## src/rtl/lpcg_pkg.sv

```systemverilog
`timescale 1ns/1ps
package lpcg_pkg;

    typedef enum logic [1:0] {
        MODE_RUN  = 2'b00,
        MODE_WAIT = 2'b01,
        MODE_DOZE = 2'b10,
        MODE_STOP = 2'b11
    } pmode_e;

    typedef enum logic [2:0] {
        SEQ_RUN,
        SEQ_ENTER,
        SEQ_LOWPWR,
        SEQ_OSC_WAIT,
        SEQ_PLL_WAIT,
        SEQ_FLASH_WARM
    } seq_state_e;

    typedef struct packed {
        logic pll_off;
        logic osc_off;
        logic fast;
        logic ext_clk;
    } stop_opt_t;

    typedef struct packed {
        logic cpu;
        logic flash;
        logic sram;
        logic periph;
        logic pll;
        logic osc;
        logic clkout;
    } clk_en_t;

    // A stop exit that must honour oscillator and PLL recovery time
    function automatic logic slow_exit(pmode_e m, stop_opt_t o);
        return (m == MODE_STOP) && !o.fast && !o.ext_clk;
    endfunction

endpackage

```

## src/rtl/lpcg_timer.sv

```systemverilog
`timescale 1ns/1ps
module lpcg_timer #(
    parameter int CNT_W = 8
) (
    input  logic             clk,
    input  logic             rst,
    input  logic             load,
    input  logic [CNT_W-1:0] load_val,
    output logic             done
);
    logic [CNT_W-1:0] cnt;

    always_ff @(posedge clk) begin
        if (rst)              cnt <= '0;
        else if (load)        cnt <= load_val;
        else if (cnt != '0)   cnt <= cnt - 1'b1;
    end

    assign done = (cnt == '0);
endmodule

```

## src/rtl/lpcg_fsm.sv

```systemverilog
`timescale 1ns/1ps
module lpcg_fsm
    import lpcg_pkg::*;
#(
    parameter int OSC_WAIT_CYC   = 64,
    parameter int PLL_WAIT_CYC   = 48,
    parameter int FLASH_WARM_CYC = 16,
    parameter int CNT_W          = 7
) (
    input  logic             clk,
    input  logic             rst,
    input  pmode_e           mode_req,
    input  logic             wake,
    input  stop_opt_t        opt_in,
    input  logic             tmr_done,
    output logic             tmr_load,
    output logic [CNT_W-1:0] tmr_val,
    output seq_state_e       state,
    output pmode_e           mode_q,
    output stop_opt_t        opt_q
);
    localparam logic [CNT_W-1:0] OSC_LD   = CNT_W'(OSC_WAIT_CYC - 1);
    localparam logic [CNT_W-1:0] PLL_LD   = CNT_W'(PLL_WAIT_CYC - 1);
    localparam logic [CNT_W-1:0] FLASH_LD = CNT_W'(FLASH_WARM_CYC - 1);

    seq_state_e nxt;
    logic       pend;
    logic       slow;

    assign slow = slow_exit(mode_q, opt_q);

    always_comb begin
        nxt      = state;
        tmr_load = 1'b0;
        tmr_val  = '0;
        case (state)
            SEQ_RUN:    if (mode_req != MODE_RUN) nxt = SEQ_ENTER;
            SEQ_ENTER:  nxt = SEQ_LOWPWR;
            SEQ_LOWPWR: begin
                if (wake || pend) begin
                    tmr_load = 1'b1;
                    if (slow && opt_q.osc_off) begin
                        nxt = SEQ_OSC_WAIT;   tmr_val = OSC_LD;
                    end else if (slow && opt_q.pll_off) begin
                        nxt = SEQ_PLL_WAIT;   tmr_val = PLL_LD;
                    end else begin
                        nxt = SEQ_FLASH_WARM; tmr_val = FLASH_LD;
                    end
                end
            end
            SEQ_OSC_WAIT: begin
                if (tmr_done) begin
                    tmr_load = 1'b1;
                    if (opt_q.pll_off) begin
                        nxt = SEQ_PLL_WAIT;   tmr_val = PLL_LD;
                    end else begin
                        nxt = SEQ_FLASH_WARM; tmr_val = FLASH_LD;
                    end
                end
            end
            SEQ_PLL_WAIT: begin
                if (tmr_done) begin
                    tmr_load = 1'b1;
                    nxt      = SEQ_FLASH_WARM;
                    tmr_val  = FLASH_LD;
                end
            end
            SEQ_FLASH_WARM: if (tmr_done) nxt = SEQ_RUN;
            default:        nxt = SEQ_RUN;
        endcase
    end

    always_ff @(posedge clk) begin
        if (rst) begin
            state  <= SEQ_RUN;
            mode_q <= MODE_RUN;
            opt_q  <= '0;
            pend   <= 1'b0;
        end else begin
            state <= nxt;
            if (state == SEQ_RUN && mode_req != MODE_RUN) begin
                mode_q <= mode_req;
                opt_q  <= opt_in;
            end
            if (state == SEQ_ENTER) pend <= wake;
            else                    pend <= 1'b0;
        end
    end

    // the latched mode cannot move while away from run
    p_hold_request_r2: assert property (@(posedge clk) disable iff (rst)
        (state != SEQ_RUN) |=> (mode_q == $past(mode_q)));

    // a wakeup seen during entry starts the exit one cycle into low power
    p_held_wake_r11: assert property (@(posedge clk) disable iff (rst)
        (state == SEQ_ENTER && wake) |=> (state == SEQ_LOWPWR) ##1 (state != SEQ_LOWPWR));

    // the oscillator wait only ever gives way to a later stage
    p_osc_first_r7: assert property (@(posedge clk) disable iff (rst)
        (state == SEQ_OSC_WAIT) |=> (state inside {SEQ_OSC_WAIT, SEQ_PLL_WAIT, SEQ_FLASH_WARM}));

    // fast or externally clocked exits jump to the warm-up
    p_fast_skip_r9: assert property (@(posedge clk) disable iff (rst)
        (state == SEQ_LOWPWR && (opt_q.fast || opt_q.ext_clk))
            |=> (state inside {SEQ_LOWPWR, SEQ_FLASH_WARM}));
endmodule

```

## src/rtl/lpcg_decode.sv

```systemverilog
`timescale 1ns/1ps
module lpcg_decode
    import lpcg_pkg::*;
(
    input  seq_state_e state,
    input  pmode_e     mode_q,
    input  stop_opt_t  opt_q,
    output clk_en_t    en
);
    always_comb begin
        en = '0;
        case (state)
            SEQ_RUN: en = '1;
            SEQ_FLASH_WARM: begin
                en        = '1;
                en.cpu    = 1'b0;
                en.sram   = 1'b0;
            end
            default: begin
                if (mode_q == MODE_STOP) begin
                    en.pll    = !opt_q.pll_off || (state == SEQ_PLL_WAIT);
                    en.osc    = !opt_q.osc_off || (state inside {SEQ_OSC_WAIT, SEQ_PLL_WAIT});
                    en.clkout = !opt_q.pll_off;
                end else begin
                    en.periph = 1'b1;
                    en.pll    = 1'b1;
                    en.osc    = 1'b1;
                    en.clkout = 1'b1;
                end
            end
        endcase
    end
endmodule

```

## src/rtl/lpcg_top.sv

```systemverilog
`timescale 1ns/1ps
module lpcg_top
    import lpcg_pkg::*;
#(
    parameter int OSC_WAIT_CYC   = 64,
    parameter int PLL_WAIT_CYC   = 48,
    parameter int FLASH_WARM_CYC = 16
) (
    input  logic       clk,
    input  logic       rst,
    input  logic [1:0] mode_req,
    input  logic       wake,
    input  logic       stop_pll_off,
    input  logic       stop_osc_off,
    input  logic       fast_wake,
    input  logic       ext_clk_mode,
    output logic       cpu_clk_en,
    output logic       flash_clk_en,
    output logic       sram_clk_en,
    output logic       periph_clk_en,
    output logic       pll_pwr_en,
    output logic       osc_pwr_en,
    output logic       clkout_en
);
    localparam int MAX_A   = (OSC_WAIT_CYC > PLL_WAIT_CYC) ? OSC_WAIT_CYC : PLL_WAIT_CYC;
    localparam int MAX_CYC = (MAX_A > FLASH_WARM_CYC) ? MAX_A : FLASH_WARM_CYC;
    localparam int CNT_W   = $clog2(MAX_CYC + 1);
    localparam int WRM_W   = $clog2(FLASH_WARM_CYC + 1);

    stop_opt_t        opt_in, opt_q;
    seq_state_e       state;
    pmode_e           mode_q;
    logic             tmr_load, tmr_done;
    logic [CNT_W-1:0] tmr_val;
    clk_en_t          en;

    assign opt_in = '{pll_off: stop_pll_off, osc_off: stop_osc_off,
                      fast: fast_wake, ext_clk: ext_clk_mode};

    lpcg_fsm #(
        .OSC_WAIT_CYC  (OSC_WAIT_CYC),
        .PLL_WAIT_CYC  (PLL_WAIT_CYC),
        .FLASH_WARM_CYC(FLASH_WARM_CYC),
        .CNT_W         (CNT_W)
    ) u_fsm (
        .clk      (clk),
        .rst      (rst),
        .mode_req (pmode_e'(mode_req)),
        .wake     (wake),
        .opt_in   (opt_in),
        .tmr_done (tmr_done),
        .tmr_load (tmr_load),
        .tmr_val  (tmr_val),
        .state    (state),
        .mode_q   (mode_q),
        .opt_q    (opt_q)
    );

    lpcg_timer #(.CNT_W(CNT_W)) u_tmr (
        .clk      (clk),
        .rst      (rst),
        .load     (tmr_load),
        .load_val (tmr_val),
        .done     (tmr_done)
    );

    lpcg_decode u_dec (
        .state  (state),
        .mode_q (mode_q),
        .opt_q  (opt_q),
        .en     (en)
    );

    assign cpu_clk_en    = en.cpu;
    assign flash_clk_en  = en.flash;
    assign sram_clk_en   = en.sram;
    assign periph_clk_en = en.periph;
    assign pll_pwr_en    = en.pll;
    assign osc_pwr_en    = en.osc;
    assign clkout_en     = en.clkout;

    // Checker: consecutive cycles with Flash clocked and CPU gated
    logic [WRM_W-1:0] warm_cnt;
    always_ff @(posedge clk) begin
        if (rst)                            warm_cnt <= '0;
        else if (flash_clk_en && !cpu_clk_en) begin
            if (warm_cnt != WRM_W'(FLASH_WARM_CYC)) warm_cnt <= warm_cnt + 1'b1;
        end else                            warm_cnt <= '0;
    end

    // CPU clock never returns before the full Flash warm-up
    p_flash_lead_r6: assert property (@(posedge clk) disable iff (rst)
        $rose(cpu_clk_en) |-> (warm_cnt == WRM_W'(FLASH_WARM_CYC)));

    // wait and doze keep peripherals clocked and the core gated
    p_doze_periph_r3: assert property (@(posedge clk) disable iff (rst)
        (state == SEQ_LOWPWR && mode_q != MODE_STOP)
            |-> (periph_clk_en && !cpu_clk_en && !flash_clk_en && !sram_clk_en));

    // stop gates every system clock domain
    p_stop_gated_r4: assert property (@(posedge clk) disable iff (rst)
        (mode_q == MODE_STOP && state inside {SEQ_ENTER, SEQ_LOWPWR, SEQ_OSC_WAIT, SEQ_PLL_WAIT})
            |-> !(cpu_clk_en || flash_clk_en || sram_clk_en || periph_clk_en));

    // a kept PLL keeps the clock output alive in stop
    p_clkout_kept_r5: assert property (@(posedge clk) disable iff (rst)
        (mode_q == MODE_STOP && state == SEQ_LOWPWR && pll_pwr_en) |-> clkout_en);
endmodule

```

## config.mk

```make
export PLATFORM = sky130hd
export DESIGN_NAME = lpcg_top
export DESIGN_NICKNAME = d
export VERILOG_FILES = /design/src/rtl/lpcg_pkg.sv /design/src/rtl/lpcg_timer.sv /design/src/rtl/lpcg_fsm.sv /design/src/rtl/lpcg_decode.sv /design/src/rtl/lpcg_top.sv
export SDC_FILE = /design/constraint.sdc
export NUM_CORES = 1
export LEC_CHECK = 0
export ABC_AREA = 1
export BUFFER_PORTS_ARGS = -buffer_cell sky130_fd_sc_hd__buf_2
export CAP_MARGIN = 40
export CORE_MARGIN = 1
export CORE_UTILIZATION = 50
export CTS_BUF_LIST = sky130_fd_sc_hd__clkbuf_8
export CTS_CLUSTER_SIZE = 40
export DETAILED_ROUTE_END_ITERATION = 8
export PLACE_DENSITY = 0.76
export SKIP_CTS_REPAIR_TIMING = 1
export SLEW_MARGIN = 20
export SYNTH_ARGS = -nofsm -noshare
export SYNTH_HDL_FRONTEND = slang
export SYNTH_SLANG_ARGS = --single-unit
```

## constraint.sdc

```tcl
create_clock -name clk -period 1.72 [get_ports clk]
set_input_delay 0.086 -clock clk [delete_from_list [all_inputs] [get_ports clk]]
set_output_delay 0.086 -clock clk [all_outputs]
set_load 0.05 [all_outputs]
```

==> key figures <==
STA
  – Fin crit share: 0.924
  – Slew HR: 0.798
  – Worst-Margin Slew: 0.302 ns
  – Final Hold Viols: 0
  – Setup Viol. Count Final: 0
  – WHS: 0.107 ns
  – Setup TNS: 0 ns
  – Skew final: 0.00134 ns
  – Slew Limit Fails: 0
  – Fmax: 629 MHz
  – RSZ-0062 raised after global routing: false
  – Min Tclk post-route: 1.59 ns

Flow run
  – Maxcap violations: 0

Floorplan
  – FP Rows: 15
  – Die area: 0.00212 sq mm
  – Die Wd: 46.0 um
  – I/O pins: 16
  – CORE AREA: 0.00176 sq mm
  – Die Y: 46.0 um
  – Initial core utilization: 0.550

Layout
  – Area Growth Syn to Fin: 15.1%
  – ANT cells: 0
  – FILL cells: 178
  – Final Instance Area: 0.00112 sq mm
  – Nets: 173
  – Share of cells above drive strength 1: 0.216

Routing
  – # DRC: 0
  – TritonRoute pass-1 iters: 4
  – Routed WL: 1970 um
  – Vias per cell: 5.04
  – Via count: 943
  – Final ANT Viol Nets: 0
  – Wirelength per Cell: 10.5 um
  – DR iter-0 viols: 21

Worst hold path
  – Hold Path Cell Cnt: 3
  – HP Class: in2reg

Worst setup path
  – Crit-path max FO: 6
  – R2R depth: 9
  – WS Path Type: reg2out
  – Arr. time, crit path: 1.50 ns
  – Critical Path RT: 1.63 ns
  – Critical path launch point type: flip-flop
  – Setup crit end kind: output port

Power
  – Gate power share: 0.579
  – Net Sw Power: 1100 uW
  – Pwr/cell area: 1940 mW/mm^2
  – Clock power share: 0.132
  – Worst VDD drop: 1.38 mV
  – Switch share: 0.507
  – Internal: 1070 uW
  – Static leakage: 0.000505 uW
  – Sequential power share: 0.290
  – Power Total: 2160 uW

CTS
  – Worst-Skew Late Latency: 0.24 ns
  – Clock-pin transition on the worst setup and hold timing paths: 0.07 ns
  – CTS Root Cell: clkbuf_8
  – CTS Buffer Depth: 2
  – Clock Sink Count: 17
  – H-tree Lvls: 1
  – CTS buffer count: 3
  – CTS tree: built

Status
  – Status: complete, no violations

Place
  – Placer Congestion: 0.875
  – Area post-placement: 0.00106 sq mm
  – Port bufs: 15
  – DP Wirelength: 1560 um

GRT
  – Total gr overflow: 0
  – Largest net degree at the start of global routing: 17
  – Vias in the first global route: 798
  – First-pass GRT wire length: 3250 um
  – All-Layer GR Usage: 0.211
  – Antenna violations before repair: 0

Synthesis
  – Post-synth top area share: 0.351
  – Avg Cell Area, Syn: 6.69 sq um
  – Post-Synthesis Cells: 145
  – Seq/Total Area, Yosys: 0.351
  – Net count after synthesis: 155
  – Netlist cell types: 27
  – Yosys reg bits: 17
  – Largest cells by area after synthesis: dfxtp_1 (35%), nand2_1 (15%), nand3_1 (8.8%), inv_1 (6.2%), a21oi_1 (5.7%)
  – Synth warn: 0
  – Post-synth top area cell: dfxtp_1
  – Synthesized area: 970 sq um
cells in the final DEF (no fill, tap or decap), types with 2 or more instances in the layout:
cell type and count:
a21oi_1 11, a21oi_2 2, a31oi_1 2, buf_2 15
clkbuf_8 3, dfxtp_1 17, inv_1 16, inv_2 3
nand2_1 39, nand2_2 2, nand3_1 17, nor2_1 13
nor2_2 5, o21ai_0 4
cell type report:
type	instances	area (sq um)	share of cell area
timing repair buffer	16	82.6	0.0740
clock buffer	3	41.3	0.0370
multi-input combinational	107	549	0.492
inverter	18	67.6	0.0605
tap	25	31.3	0.0280
sequential	17	340	0.305
clock inverter	1	3.75	0.00336
synthesized netlist by cell type:
cell and instances:
a21oi_2 2, xor2_1 1, o21ai_1 1, ha_1 1, nand2_1 39, nand4_1 1
o21bai_1 1, nor2_1 14, inv_1 16, nand3_2 1, nand3b_1 1, xnor2_1 1
dfxtp_1 17, nand2_2 2, a21oi_1 11, a31oi_1 2, inv_2 2, nand3_4 1
o211ai_2 1, o21ai_0 4, nor3b_1 1, buf_1 1, buf_4 1, a21oi_4 1
nor2_2 4, nand3_1 17, clkbuf_1 1
critical path, stage by stage, from the launching register on:
cell	delay (ns)
dfxtp_1	0.42
nor2_1	0.10
nand2_1	0.13
nand2_1	0.10
nor2_2	0.18
nand3_1	0.10
buf_2	0.22
state kept, by name, summed over array words and instances (netlist names):
register      count
u_fsm.mode_q      2
u_fsm.opt_q       4
u_fsm.pend        1
u_fsm.state       3
u_tmr.cnt         7
layer usage:
| layer | track usage | vias to the layer above | routed length (um) |
|---|---|---|---|
| met5 | 0 | - | 0 |
| met4 | 0.0529 | 0 | 11 |
| met3 | 0.0357 | 2 | 78 |
| met2 | 0.358 | 20 | 900 |
| met1 | 0.273 | 420 | 979 |
| li1 | - | 501 | - |
path summary, 6_finish.rpt:
check / from / to / slack (ns)
setup / recovery: u_fsm.state[0] / pll_pwr_en / 0.13
hold / removal: stop_pll_off / u_fsm.opt_q[3] / 0.11
setup reg to reg: u_tmr.cnt[0] / u_tmr.cnt[0] / 0.15
hold reg to reg: u_fsm.mode_q[1] / u_fsm.mode_q[1] / 0.46
per-stage QoR:
step | setup WS, ns | utilization | instances
6_report | 0.131 | 0.633 | 187
3_5_place_dp | 0.154 | 0.601 | 182
3_3_place_gp | 0.218 | 0.601 | 182
4_1_cts | 0.0599 | 0.627 | 186
2_1_floorplan | 0.0193 | - | 145
5_1_grt | 0.0110 | 0.633 | 187
cell families (layout without fill, tap and decap cells):
| kind of cell | after synthesis | in the layout | synth area share |
|---|---|---|---|
| simple gates | 81 | 81 | 0.382 |
| compound gates | 23 | 23 | 0.151 |
| buf+inv | 21 | 38 | 0.0852 |
| flops | 17 | 17 | 0.351 |
| xor+xnor | 2 | 2 | 0.0181 |
| fa+ha+maj | 1 | 1 | 0.0129 |
power by group through the flow:
stage	Sequential, uW	Clock, uW	Combinational, uW
2_1_floorplan	609	0	1050
3_3_place_gp	629	0	1210
3_5_place_dp	635	0	1230
4_1_cts	626	290	1240
5_1_grt	647	307	1390
6_report	627	285	1250
Note: power is estimated with default switching activity, not from simulation.
